--- src/rtl/ilv_burst_pkg.sv ---
package ilv_burst_pkg;

  // a channel is high while the ramp count has not passed its width
  function automatic logic pulse_active(input logic [31:0] cnt, input logic [31:0] wid);
    return cnt <= wid;
  endfunction

  // end of ramp: count reached (or passed) the active period
  function automatic logic ramp_end(input logic [31:0] cnt, input logic [31:0] per);
    return cnt >= per;
  endfunction

  // number of ramps per burst for a given pulse count per channel
  function automatic int unsigned burst_ramps(input int unsigned pulses_per_ch);
    return 2 * pulses_per_ch;
  endfunction

endpackage

--- src/rtl/ilv_ramp_timer.sv ---
module ilv_ramp_timer
  import ilv_burst_pkg::*;
#(
  parameter int unsigned CNT_W     = 16,
  parameter int unsigned DEF_PER_A = 119,
  parameter int unsigned DEF_WID_A = 59
) (
  input  logic             clk,
  input  logic             rst,
  input  logic             tick_en,
  input  logic [CNT_W-1:0] cfg_per_a,
  input  logic [CNT_W-1:0] cfg_wid_a,
  input  logic [CNT_W-1:0] cfg_per_b,
  input  logic [CNT_W-1:0] cfg_wid_b,
  output logic [CNT_W-1:0] cnt,
  output logic             ramp_b,
  output logic [CNT_W-1:0] wid_act,
  output logic             wrap
);

  logic [CNT_W-1:0] cnt_q, per_q, wid_q;
  logic             ramp_q;

  assign wrap = tick_en && ramp_end(32'(cnt_q), 32'(per_q));

  always_ff @(posedge clk) begin
    if (rst) begin
      cnt_q  <= '0;
      ramp_q <= 1'b0;
      per_q  <= CNT_W'(DEF_PER_A);
      wid_q  <= CNT_W'(DEF_WID_A);
    end else if (wrap) begin
      cnt_q  <= '0;
      ramp_q <= ~ramp_q;
      // buffered values take effect only for the ramp that starts now
      per_q  <= ramp_q ? cfg_per_a : cfg_per_b;
      wid_q  <= ramp_q ? cfg_wid_a : cfg_wid_b;
    end else if (tick_en) begin
      cnt_q  <= cnt_q + 1'b1;
    end
  end

  assign cnt     = cnt_q;
  assign ramp_b  = ramp_q;
  assign wid_act = wid_q;

endmodule

--- src/rtl/ilv_burst_seq.sv ---
module ilv_burst_seq
  import ilv_burst_pkg::*;
#(
  parameter int unsigned PULSES_PER_CH = 2
) (
  input  logic clk,
  input  logic rst,
  input  logic start,
  input  logic wrap,
  input  logic ramp_b,
  output logic arm,
  output logic busy,
  output logic done,
  output logic accept
);

  localparam int unsigned RAMPS = burst_ramps(PULSES_PER_CH);
  localparam int unsigned RW    = (RAMPS > 2) ? $clog2(RAMPS) : 1;

  logic          pend_q, run_q, arm_q, done_q;
  logic [RW-1:0] rem_q;

  assign accept = start && !pend_q && !run_q;

  always_ff @(posedge clk) begin
    if (rst) begin
      pend_q <= 1'b0;
      run_q  <= 1'b0;
      arm_q  <= 1'b0;
      done_q <= 1'b0;
      rem_q  <= '0;
    end else begin
      done_q <= 1'b0;
      if (accept) pend_q <= 1'b1;
      if (wrap) begin
        if (pend_q && ramp_b) begin
          // next ramp is A: open the burst
          pend_q <= 1'b0;
          run_q  <= 1'b1;
          arm_q  <= 1'b1;
          rem_q  <= RW'(RAMPS - 1);
        end else if (run_q && rem_q != '0) begin
          arm_q  <= 1'b1;
          rem_q  <= rem_q - 1'b1;
        end else if (run_q) begin
          run_q  <= 1'b0;
          arm_q  <= 1'b0;
          done_q <= 1'b1;
        end else begin
          arm_q  <= 1'b0;
        end
      end
    end
  end

  assign arm  = arm_q;
  assign busy = pend_q || run_q;
  assign done = done_q;

endmodule

--- src/rtl/ilv_pulse_decode.sv ---
module ilv_pulse_decode
  import ilv_burst_pkg::*;
#(
  parameter int unsigned CNT_W = 16
) (
  input  logic             arm,
  input  logic             ramp_b,
  input  logic [CNT_W-1:0] cnt,
  input  logic [CNT_W-1:0] wid_act,
  output logic [1:0]       lines
);

  logic in_width;
  assign in_width = pulse_active(32'(cnt), 32'(wid_act));

  // line g owns the ramp whose index equals g
  for (genvar g = 0; g < 2; g++) begin : g_line
    assign lines[g] = arm && (ramp_b == 1'(g)) && in_width;
  end

endmodule

--- src/rtl/ilv_burst_gen.sv ---
module ilv_burst_gen #(
  parameter int unsigned CNT_W         = 16,
  parameter int unsigned DEF_PER_A     = 119,
  parameter int unsigned DEF_WID_A     = 59,
  parameter int unsigned PULSES_PER_CH = 2
) (
  input  logic             clk,
  input  logic             rst,
  input  logic             tick_en,
  input  logic             start,
  input  logic [CNT_W-1:0] cfg_per_a,
  input  logic [CNT_W-1:0] cfg_wid_a,
  input  logic [CNT_W-1:0] cfg_per_b,
  input  logic [CNT_W-1:0] cfg_wid_b,
  output logic             ch_a,
  output logic             ch_b,
  output logic             ramp_b,
  output logic             busy,
  output logic             done
);

  logic [CNT_W-1:0] cnt_w, wid_w;
  logic             ovf_evt, accept_evt, arm_w;
  logic [1:0]       lines_w;

  ilv_ramp_timer #(
    .CNT_W(CNT_W), .DEF_PER_A(DEF_PER_A), .DEF_WID_A(DEF_WID_A)
  ) u_timer (
    .clk(clk), .rst(rst), .tick_en(tick_en),
    .cfg_per_a(cfg_per_a), .cfg_wid_a(cfg_wid_a),
    .cfg_per_b(cfg_per_b), .cfg_wid_b(cfg_wid_b),
    .cnt(cnt_w), .ramp_b(ramp_b), .wid_act(wid_w), .wrap(ovf_evt)
  );

  ilv_burst_seq #(.PULSES_PER_CH(PULSES_PER_CH)) u_seq (
    .clk(clk), .rst(rst), .start(start), .wrap(ovf_evt), .ramp_b(ramp_b),
    .arm(arm_w), .busy(busy), .done(done), .accept(accept_evt)
  );

  ilv_pulse_decode #(.CNT_W(CNT_W)) u_dec (
    .arm(arm_w), .ramp_b(ramp_b), .cnt(cnt_w), .wid_act(wid_w), .lines(lines_w)
  );

  assign ch_a = lines_w[0];
  assign ch_b = lines_w[1];

endmodule

--- config.mk ---
export PLATFORM = sky130hd
export DESIGN_NAME = ilv_burst_gen
export DESIGN_NICKNAME = d
export VERILOG_FILES = /design/src/rtl/ilv_burst_pkg.sv /design/src/rtl/ilv_ramp_timer.sv /design/src/rtl/ilv_burst_seq.sv /design/src/rtl/ilv_pulse_decode.sv /design/src/rtl/ilv_burst_gen.sv
export SDC_FILE = /design/constraint.sdc
export NUM_CORES = 1
export LEC_CHECK = 0
export BUFFER_PORTS_ARGS = -buffer_cell sky130_fd_sc_hd__clkbuf_2
export CORE_ASPECT_RATIO = 1.5
export CORE_UTILIZATION = 56
export DETAILED_ROUTE_END_ITERATION = 12
export MAX_ROUTING_LAYER = met4
export PLACE_DENSITY = 0.81
export SYNTH_ARGS = -nofsm -noshare
export SYNTH_HDL_FRONTEND = slang
export SYNTH_HIERARCHICAL = 1
export SYNTH_SLANG_ARGS = --single-unit
--- constraint.sdc ---
create_clock -name clk -period 3.24 [get_ports clk]
set_input_delay 0.486 -clock clk [delete_from_list [all_inputs] [get_ports clk]]
set_output_delay 0.486 -clock clk [all_outputs]
set_load 0.005 [all_outputs]
==> results of run 1 <==
cells in the mapped netlist (3+ instances only):
library cell,n
nand2_1,16
nor2_1,36
mux2_2,12
o31ai_2,7
dfxtp_1,55
nand3_1,6
a211oi_1,12
clkbuf_1,17
nand2b_1,7
o21ai_0,3
and4_1,3
a21oi_1,17
and3_1,5
nand4_1,9
xor2_1,11
o211ai_1,12
nor3_1,16
ha_1,34
nor2b_1,24
o31ai_1,4
mux2i_1,32
inv_1,36
state kept, by name, summed over array words and instances (netlist names):
| signal | flops |
|---|---|
| u_seq/arm | 1 |
| u_timer/wid_act | 16 |
| u_timer/cnt | 16 |
| u_timer/ramp_b | 1 |
| u_seq/rem_q | 2 |
| u_seq/run_q | 1 |
| u_seq/done | 1 |
| u_seq/pend_q | 1 |
| u_timer/per_q | 16 |
cell families after synthesis:
| group | count (synthesis) | share of synthesized area [%] |
|---|---|---|
| fa+ha+maj | 34 | 11.8 |
| buf+inv | 60 | 6.72 |
| flops | 55 | 30.6 |
| xor+xnor | 12 | 2.92 |
| simple gates | 133 | 19.4 |
| compound gates | 72 | 15.8 |
| mux | 44 | 12.7 |
routing by layer:
layer	global-route usage [%]	wire length [um]
met1	26.4	3270
met2	43.5	3900
met3	3.52	265
met4	11.1	216
met5	-	0
where the power goes:
part           internal, mW  total, mW  switching [mW]
logic                0.0546      0.104          0.0498
registers             0.679      0.684         0.00530
clock network         0.250      0.477           0.227
total                 0.984       1.27           0.282
through the flow:
| stage | utilization [%] | power [mW] | worst slack (ps) |
|---|---|---|---|
| after CTS | 66.6 | 1.27 | 325 |
| after global routing | 66.6 | 1.31 | 126 |
| final | 66.6 | 1.27 | 296 |
| after global placement | 64.7 | 0.801 | 442 |
| after floorplan | - | 0.750 | 750 |
| after detailed placement | 64.7 | 0.804 | 354 |
worst reg2reg max path: cells and delay by family (launching register included):
kind	cells	cell delay (ps)
AO/OA/AOI/OAI	3	1090
buffers and inverters	2	450
adder cells (fa/ha/maj)	1	300
AND/OR/NAND/NOR	1	140
multiplexers	1	390
flip-flops	1	460
final cells by class:
| cell class | count | area [um^2] | share of cell area, % |
|---|---|---|---|
| clock buffer | 6 | 82.6 | 2.01 |
| sequential | 55 | 1100 | 26.8 |
| clock inverter | 2 | 35.0 | 0.852 |
| multi-input combinational | 295 | 2250 | 54.7 |
| tap | 74 | 92.6 | 2.25 |
| timing repair buffer | 77 | 410 | 9.98 |
| inverter | 37 | 139 | 3.38 |
worst max path at each step:
stage	to	slack, ps	start
after floorplan	u_seq/rem_q[1]	750	u_timer/cnt[0]
after global placement	u_timer/wid_act[10]	440	u_timer/cnt[0]
after detailed placement	u_timer/wid_act[13]	350	u_timer/cnt[0]
after CTS	u_timer/wid_act[13]	330	u_timer/cnt[0]
after global routing	u_seq/rem_q[0]	130	u_timer/cnt[13]
final	u_timer/wid_act[13]	300	u_timer/cnt[0]
placed cells by master (no fill, tap or decap), drive strengths merged, types with 16 or more instances in the layout:
| cell | netlist | layout |
|---|---|---|
| clkbuf | 17 | 78 |
| dfxtp | 55 | 55 |
| inv | 37 | 37 |
| nor2 | 36 | 36 |
| ha | 34 | 34 |
| mux2i | 32 | 32 |
| nor2b | 24 | 24 |
| a21oi | 18 | 18 |
| nand2 | 16 | 16 |
| nor3 | 16 | 16 |
==> impl_metrics.py, run 1 <==
metrics = {
    "run_status": {
        "status": "finished clean",
    },
    "sta": {
        "max-slew-margin-rel_pct": 48.4,
        "fin_crit_sh_pct": 90.9,
        "worst_pin_slew_ps": 774,
        "fin_crit_ps": 2940,
        "slew_viol_final": 0,
        "timing.hold.ws_ps": 442,
        "final.setup.tns_ps": 0,
        "clock.fmax_mhz": 340,
        "finClkSkew_ps": 5.10,
        "final-setup-viol-count": 0,
        "finalHoldViolCount": 0,
        "rsz0062_at_grt": "false",
    },
    "logic_synthesis": {
        "synth.area.top_cells": "dfxtp_1 (31%), ha_1 (12%), mux2i_1 (8.9%)",
        "synth.distinct_cells": 50,
        "synth_edf_count": 0,
        "yosys.area.top_type": "dfxtp_1",
        "syn_nets": 512,
        "ys_seq_area_share_pct": 30.6,
        "synth_area_per_cell_um2": 8.77,
        "synth_async_sr_flop_share_pct": 0,
        "syn_inst": 410,
        "yosys_warnings": 6,
        "synth_area_mm2": 0.00359,
        "ys_ff_latch": 55,
        "synth-main-ff-cell": "dfxtp_1",
        "synth.top_cell.area_share_pct": 30.6,
    },
    "finish": {
        "layout.nets": 573,
        "layoutNonFillerInstCount": 546,
        "synthToLayoutAreaGrowth_pct": 14.4,
        "antennaDiodeCount": 0,
        "drive_gt1_share_pct": 24.4,
        "final_area_mm2": 0.00411,
        "num-fill-cells": 519,
    },
    "clock_network": {
        "cts_made_buffers": 5,
        "postCtsSetupRepairBufs": 0,
        "clk_pin_slew_ps": 100,
        "clock_latency_ps": 320,
        "cts_hold_buffers": 0,
        "htreeDepth": 2,
        "root_buffer": "clkbuf_8",
        "cts-resized-gates": 0,
        "cts_sinks": 55,
        "clk_path_buf_depth": 2,
        "tritoncts": "built",
    },
    "global_route": {
        "grt_max_degree": 57,
        "antenna_found_initial": 0,
        "grt_pass1_wl_um": 12500,
        "grt-ovfl-total": 0,
        "grt_pass1_vias": 2937,
        "grt_usage_pct": 24.7,
    },
    "setup_path": {
        "ff2ff_setup_slack_ps": 300,
        "rr_endpoint": "u_timer/wid_act[13]",
        "crit_slowest_cell": "dfxtp_1",
        "r2r_start": "u_timer/cnt[0]",
        "worst-setup-path-type": "reg2reg",
        "worstPathRequired_ps": 3450,
        "cp.arrival_ps": 3150,
        "cp_max_fo": 22,
        "worstRegToRegCells": 8,
        "cp.buffers_inverters": 2,
        "path_depth": 8,
        "cp_slowest_stage_delay_ps": 460,
        "cp-start-kind": "register",
        "crit_chain": "inv_1, ha_1, nand2b_1, a2111o_1, a311o_1, o21ai_4, buf_4, mux2_2",
        "crit_family": "compound AO/OA/AOI/OAI gates",
        "endpoint_kind": "register",
    },
    "drt": {
        "dr.pass1.iters": 4,
        "drt_iter0_drc": 138,
        "vias": 3107,
        "drtAntennaViolNets": 0,
        "wl_um": 7660,
        "wl_per_cell_um": 14.0,
        "viasPerCell": 5.69,
        "drc": 0,
    },
    "floorplan": {
        "ios": 73,
        "initial_utilization_pct": 58.2,
        "dieArea_mm2": 0.00675,
        "core_area_mm2": 0.00617,
        "num_rows": 35,
        "dieWidth_um": 67.4,
        "die_h_um": 100,
    },
    "job": {
        "maxCapViolations": 0,
    },
    "placement": {
        "dp.cells": 538,
        "gp_congestion": 0.856,
        "portBuffers": 72,
        "place_hpwl_um": 5700,
        "dpl-instance-area_mm2": 0.00400,
    },
    "power_and_ir_drop": {
        "ir_drop_v": 0.000267,
        "power_per_cell_area_mw_per_mm2": 308,
        "p_leak_nw": 1.94,
    },
    "hold_path": {
        "whs_path_depth": 3,
        "min_to": "u_timer/wid_act[3]",
        "worstHoldStart": "cfg_wid_a[3]",
        "hp-class": "in2reg",
    },
}
(Power assumes the default switching activity.)
==> inputs of run 2 (changes only) <==
CORE_UTILIZATION = 55   (was 56)
GPL_ROUTABILITY_DRIVEN = 0   (was unset)
PLACE_DENSITY = 0.8   (was 0.81)
==> run 2 against run 1 <==
Effect of this change:
- worst setup slack improved by 180 ps
- via count fell by 1.9%
- critical path type is now reg2out
- sequential power barely moved
- core utilization fell by 0.83 points
- flip-flop and latch count did not move
- highest routed layer unchanged
- count of clock-buffer cells in the layout rose by 1
- die area rose by 1.8%
- total power fell by 6.4%
==> impl_metrics.py, run 2 (synthesized netlist as in run 1, its figures left out) <==
metrics = {
    "drt": {
        "drt_iter0_drc": 94,
        "wl_per_cell_um": 13.6,
        "dr.pass1.iters": 4,
        "vias": 3049,
        "drtAntennaViolNets": 0,
        "drc": 0,
        "wl_um": 7430,
        "viasPerCell": 5.58,
    },
    "setup_path": {
        "crit_chain": "ha_1, nand4_2, nor2_1, or3_1, a2111o_1, a21oi_1, clkbuf_2",
        "cp.arrival_ps": 2280,
        "endpoint_kind": "output pin",
        "cp_slowest_stage_delay_ps": 440,
        "worst-setup-path-type": "reg2out",
        "cp-start-kind": "register",
        "worstPathRequired_ps": 2750,
        "cp.buffers_inverters": 1,
        "crit_family": "compound AO/OA/AOI/OAI gates",
        "cp_max_fo": 5,
        "crit_slowest_cell": "dfxtp_1",
    },
    "global_route": {
        "antenna_found_initial": 0,
        "grt_max_degree": 91,
        "grt_pass1_vias": 2915,
        "grt_usage_pct": 24.4,
        "grt_pass1_wl_um": 12600,
        "grt-ovfl-total": 0,
    },
    "finish": {
        "final_cell_mix": "clkbuf_2 (72), dfxtp_1 (54), inv_1 (36), nor2_1 (36), ha_1 (34)",
        "utilization_pct": 65.8,
        "layoutNonFillerInstCount": 546,
        "multi_input_area_mm2": 0.00225,
        "synthToLayoutAreaGrowth_pct": 13.8,
        "final_common_cell": "clkbuf_2",
        "seq_area_mm2": 0.00110,
        "final_area_mm2": 0.00409,
        "layout.nets": 573,
        "num-fill-cells": 522,
        "drive_gt1_share_pct": 24.2,
        "antennaDiodeCount": 0,
    },
    "clock_network": {
        "cts-resized-gates": 0,
        "postCtsSetupRepairBufs": 0,
        "cts_made_buffers": 5,
        "tritoncts": "built",
        "clk_path_buf_depth": 2,
        "htreeDepth": 2,
        "cts_hold_buffers": 0,
        "clk_pin_slew_ps": 100,
        "clock_latency_ps": 310,
        "cts_sinks": 55,
        "root_buffer": "clkbuf_8",
    },
    "floorplan": {
        "dieWidth_um": 68.0,
        "dieArea_mm2": 0.00687,
        "die_h_um": 101,
        "num_rows": 35,
        "core_area_mm2": 0.00622,
        "ios": 73,
        "initial_utilization_pct": 57.8,
    },
    "job": {
        "maxCapViolations": 0,
    },
    "placement": {
        "dp.cells": 538,
        "place_hpwl_um": 5500,
        "portBuffers": 72,
        "dpl-instance-area_mm2": 0.00400,
    },
    "sta": {
        "rsz0062_at_grt": "false",
        "finClkSkew_ps": 8.71,
        "finalHoldViolCount": 0,
        "fin_crit_sh_pct": 85.5,
        "worst_pin_slew_ps": 735,
        "clock.fmax_mhz": 361,
        "final.setup.tns_ps": 0,
        "slew_viol_final": 0,
        "final-setup-viol-count": 0,
        "fin_crit_ps": 2770,
        "max-slew-margin-rel_pct": 51.0,
    },
    "power_and_ir_drop": {
        "total_power_mw": 1.19,
        "ir_drop_v": 0.000267,
        "p_leak_nw": 1.93,
        "power_per_cell_area_mw_per_mm2": 290,
    },
    "run_status": {
        "status": "finished clean",
    },
    "hold_path": {
        "hp-class": "in2reg",
    },
}
run 2: worst paths after layout:
check | start | end | slack (ps) | cells past startpoint
max | u_timer/cnt[13] | ch_b | 470 | 7
min | cfg_wid_a[3] | u_timer/wid_act[3] | 450 | 3
max reg2reg | u_timer/cnt[0] | u_timer/wid_act[14] | 490 | 8
min reg2reg | u_timer/per_q[3] | u_timer/per_q[3] | 490 | 2
run 2: layout make-up:
| type | instances | share of cell area, % |
|---|---|---|
| repair buffers | 77 | 10.0 |
| well taps | 74 | 2.26 |
| flip-flops and latches | 55 | 26.9 |
| multi-input cells | 295 | 55.0 |
| clock inverters | 1 | 0.214 |
| inverters | 37 | 3.39 |
| clock buffers | 7 | 2.11 |
run 2: per-stage QoR:
stage | worst slack (ps) | hold WS, ps
finish | 471 | 452
global route | 299 | 454
CTS | 462 | 450
detailed placement | 522 | 473
global placement | 595 | 459
floorplan | 750 | 444
run 2: metal layers:
layer	track usage, %	routed length, um
met5	-	0
met4	7.69	133
met3	3.62	266
met2	43.1	3820
met1	27.0	3210
run 2: power breakdown:
| group | switching [mW] | internal [mW] |
|---|---|---|
| Sequential | 0.00494 | 0.679 |
| Clock | 0.223 | 0.176 |
| Combinational | 0.0496 | 0.0538 |
| Total | 0.277 | 0.908 |
run 2: tightest hold or removal path: cells and delay by family:
kind | cells | cell delay [ps]
muxes | 1 | 100
buffers and inverters | 1 | 80
AOI/OAI and AO/OA | 1 | 50
==> inputs of run 3 (changes only) <==
CORE_MARGIN = 4   (was unset)
GPL_TIMING_DRIVEN = 1   (was unset)
==> run 3 against run 2 <==
Effect of this change:
- core utilization down 0.18 points
- sequential power hardly changed
- worst setup slack got worse by 130 ps
- final cell count grew 0.18%
- combinational power hardly changed
- critical path depth grew 1
- hold slack gained 8.1 ps
- clock skew rose by 0.97 ps
- sequential share of layout area fell by 0.11 points
- maximum frequency fell by 4.4%
- non-clock buffer count is 1 higher
- register-to-register slack worse by 140 ps
- critical path type is now reg2reg
==> impl_metrics.py, run 3 (synthesized netlist as in run 1, its figures left out) <==
metrics = {
    "setup_path": {
        "worstPathRequired_ps": 3430,
        "cp-start-kind": "register",
        "worst-setup-path-type": "reg2reg",
        "cp_slowest_stage_delay_ps": 450,
        "crit_chain": "inv_1, ha_1, nand2b_1, a2111o_1, a311o_1, o21ai_4, buf_4, mux2_2",
        "endpoint_kind": "register",
        "crit_family": "compound AO/OA/AOI/OAI gates",
        "cp.buffers_inverters": 2,
        "ff2ff_setup_slack_ps": 350,
        "cp.arrival_ps": 3090,
        "cp_max_fo": 22,
        "crit_slowest_cell": "a311o_1",
    },
    "global_route": {
        "grt_pass1_vias": 3080,
        "antenna_found_initial": 0,
        "grt-ovfl-total": 0,
        "grt_usage_pct": 20.5,
        "grt_max_degree": 38,
        "grt_pass1_wl_um": 12700,
    },
    "drt": {
        "viasPerCell": 5.70,
        "wl_um": 7720,
        "drt_iter0_drc": 109,
        "wl_per_cell_um": 14.1,
        "drc": 0,
        "vias": 3117,
        "dr.pass1.iters": 4,
        "drtAntennaViolNets": 0,
    },
    "floorplan": {
        "die_h_um": 107,
        "dieWidth_um": 74.0,
        "ios": 73,
        "dieArea_mm2": 0.00792,
        "initial_utilization_pct": 57.4,
        "num_rows": 35,
        "core_area_mm2": 0.00626,
    },
    "finish": {
        "drive_gt1_share_pct": 24.5,
        "num-fill-cells": 531,
        "final_cell_mix": "clkbuf_2 (72), dfxtp_1 (54), inv_1 (36), nor2_1 (36), ha_1 (34)",
        "antennaDiodeCount": 0,
        "final_common_cell": "clkbuf_2",
        "layout.nets": 574,
        "synthToLayoutAreaGrowth_pct": 14.3,
    },
    "power_and_ir_drop": {
        "power_per_cell_area_mw_per_mm2": 306,
        "ir_drop_v": 0.000380,
        "p_clk_share_pct": 37.4,
        "power_switching_mw": 0.275,
        "p_leak_nw": 1.94,
        "p_int_mw": 0.983,
        "switching_share_pct": 21.9,
        "power_frac_comb_pct": 8.2,
        "pwr-share-seq_pct": 54.3,
    },
    "sta": {
        "fin_crit_ps": 2890,
        "clock.fmax_mhz": 345,
        "max-slew-margin-rel_pct": 50.0,
        "worst_pin_slew_ps": 750,
        "fin_crit_sh_pct": 89.3,
        "final-setup-viol-count": 0,
        "rsz0062_at_grt": "false",
        "finClkSkew_ps": 9.68,
        "setup_ws_ps": 345,
        "final.setup.tns_ps": 0,
        "slew_viol_final": 0,
        "finalHoldViolCount": 0,
    },
    "clock_network": {
        "root_buffer": "clkbuf_8",
        "clk_pin_slew_ps": 90,
        "clock_latency_ps": 310,
        "htreeDepth": 2,
        "cts_hold_buffers": 0,
        "cts-resized-gates": 0,
        "clk_path_buf_depth": 2,
        "tritoncts": "built",
        "cts_made_buffers": 5,
        "cts_sinks": 55,
        "postCtsSetupRepairBufs": 0,
    },
    "hold_path": {
        "hp-class": "in2reg",
    },
    "run_status": {
        "status": "finished clean",
    },
    "placement": {
        "place_ws_ps": 378,
        "portBuffers": 72,
        "place_hpwl_um": 6010,
    },
    "job": {
        "maxCapViolations": 0,
    },
}
## run 3: area by class of cell
type                            instances  area, um^2  share of cell area [%]
Timing Repair Buffer                   78         405                    9.87
Tap cell                               74        92.6                    2.25
Inverter                               37         139                    3.38
Clock inverter                          2        35.0                   0.853
Sequential cell                        55        1100                    26.8
Multi-Input combinational cell        295        2250                    54.8
Clock buffer                            6        82.6                    2.01
## run 3: per-layer routing
metal  GRT usage [%]  up-vias  wire, um
met5               -        -         0
met4            8.94        0       230
met3            2.81       22       407
met2            36.5       93      4010
met1            21.9     1431      3080
li1                -     1571         -
## run 3: path summary, 6_finish.rpt
kind	from	to	cells past startpoint
setup / recovery	u_timer/cnt[0]	u_timer/wid_act[2]	8
hold / removal	cfg_per_a[5]	u_timer/per_q[5]	3
setup reg to reg	u_timer/cnt[0]	u_timer/wid_act[2]	8
hold reg to reg	u_seq/rem_q[1]	u_seq/rem_q[1]	2
## run 3: power groups by stage
stage / clock [mW] / sequential [mW] / combinational [mW]
final: 0.471 / 0.683 / 0.104
after detailed placement: 0 / 0.699 / 0.104
after CTS: 0.481 / 0.683 / 0.104
after global placement: 0 / 0.699 / 0.101
after global routing: 0.511 / 0.684 / 0.117
after floorplan: 0 / 0.698 / 0.0524
## run 3: stage by stage
stage          area (um^2)  hold slack, ps  util (%)  power, mW  std cells
2_1_floorplan         3590             444         -      0.750        410
3_3_place_gp          3990             458      63.7      0.800        539
3_5_place_dp          3990             476      63.7      0.803        539
4_1_cts               4110             456      65.6       1.27        547
5_1_grt               4110             459      65.6       1.31        547
6_report              4110             460      65.6       1.26        547
## run 3: worst min-delay path: stages
cell and delay [ps]:
clkbuf_2 70, a211oi_1 50, mux2i_1 110
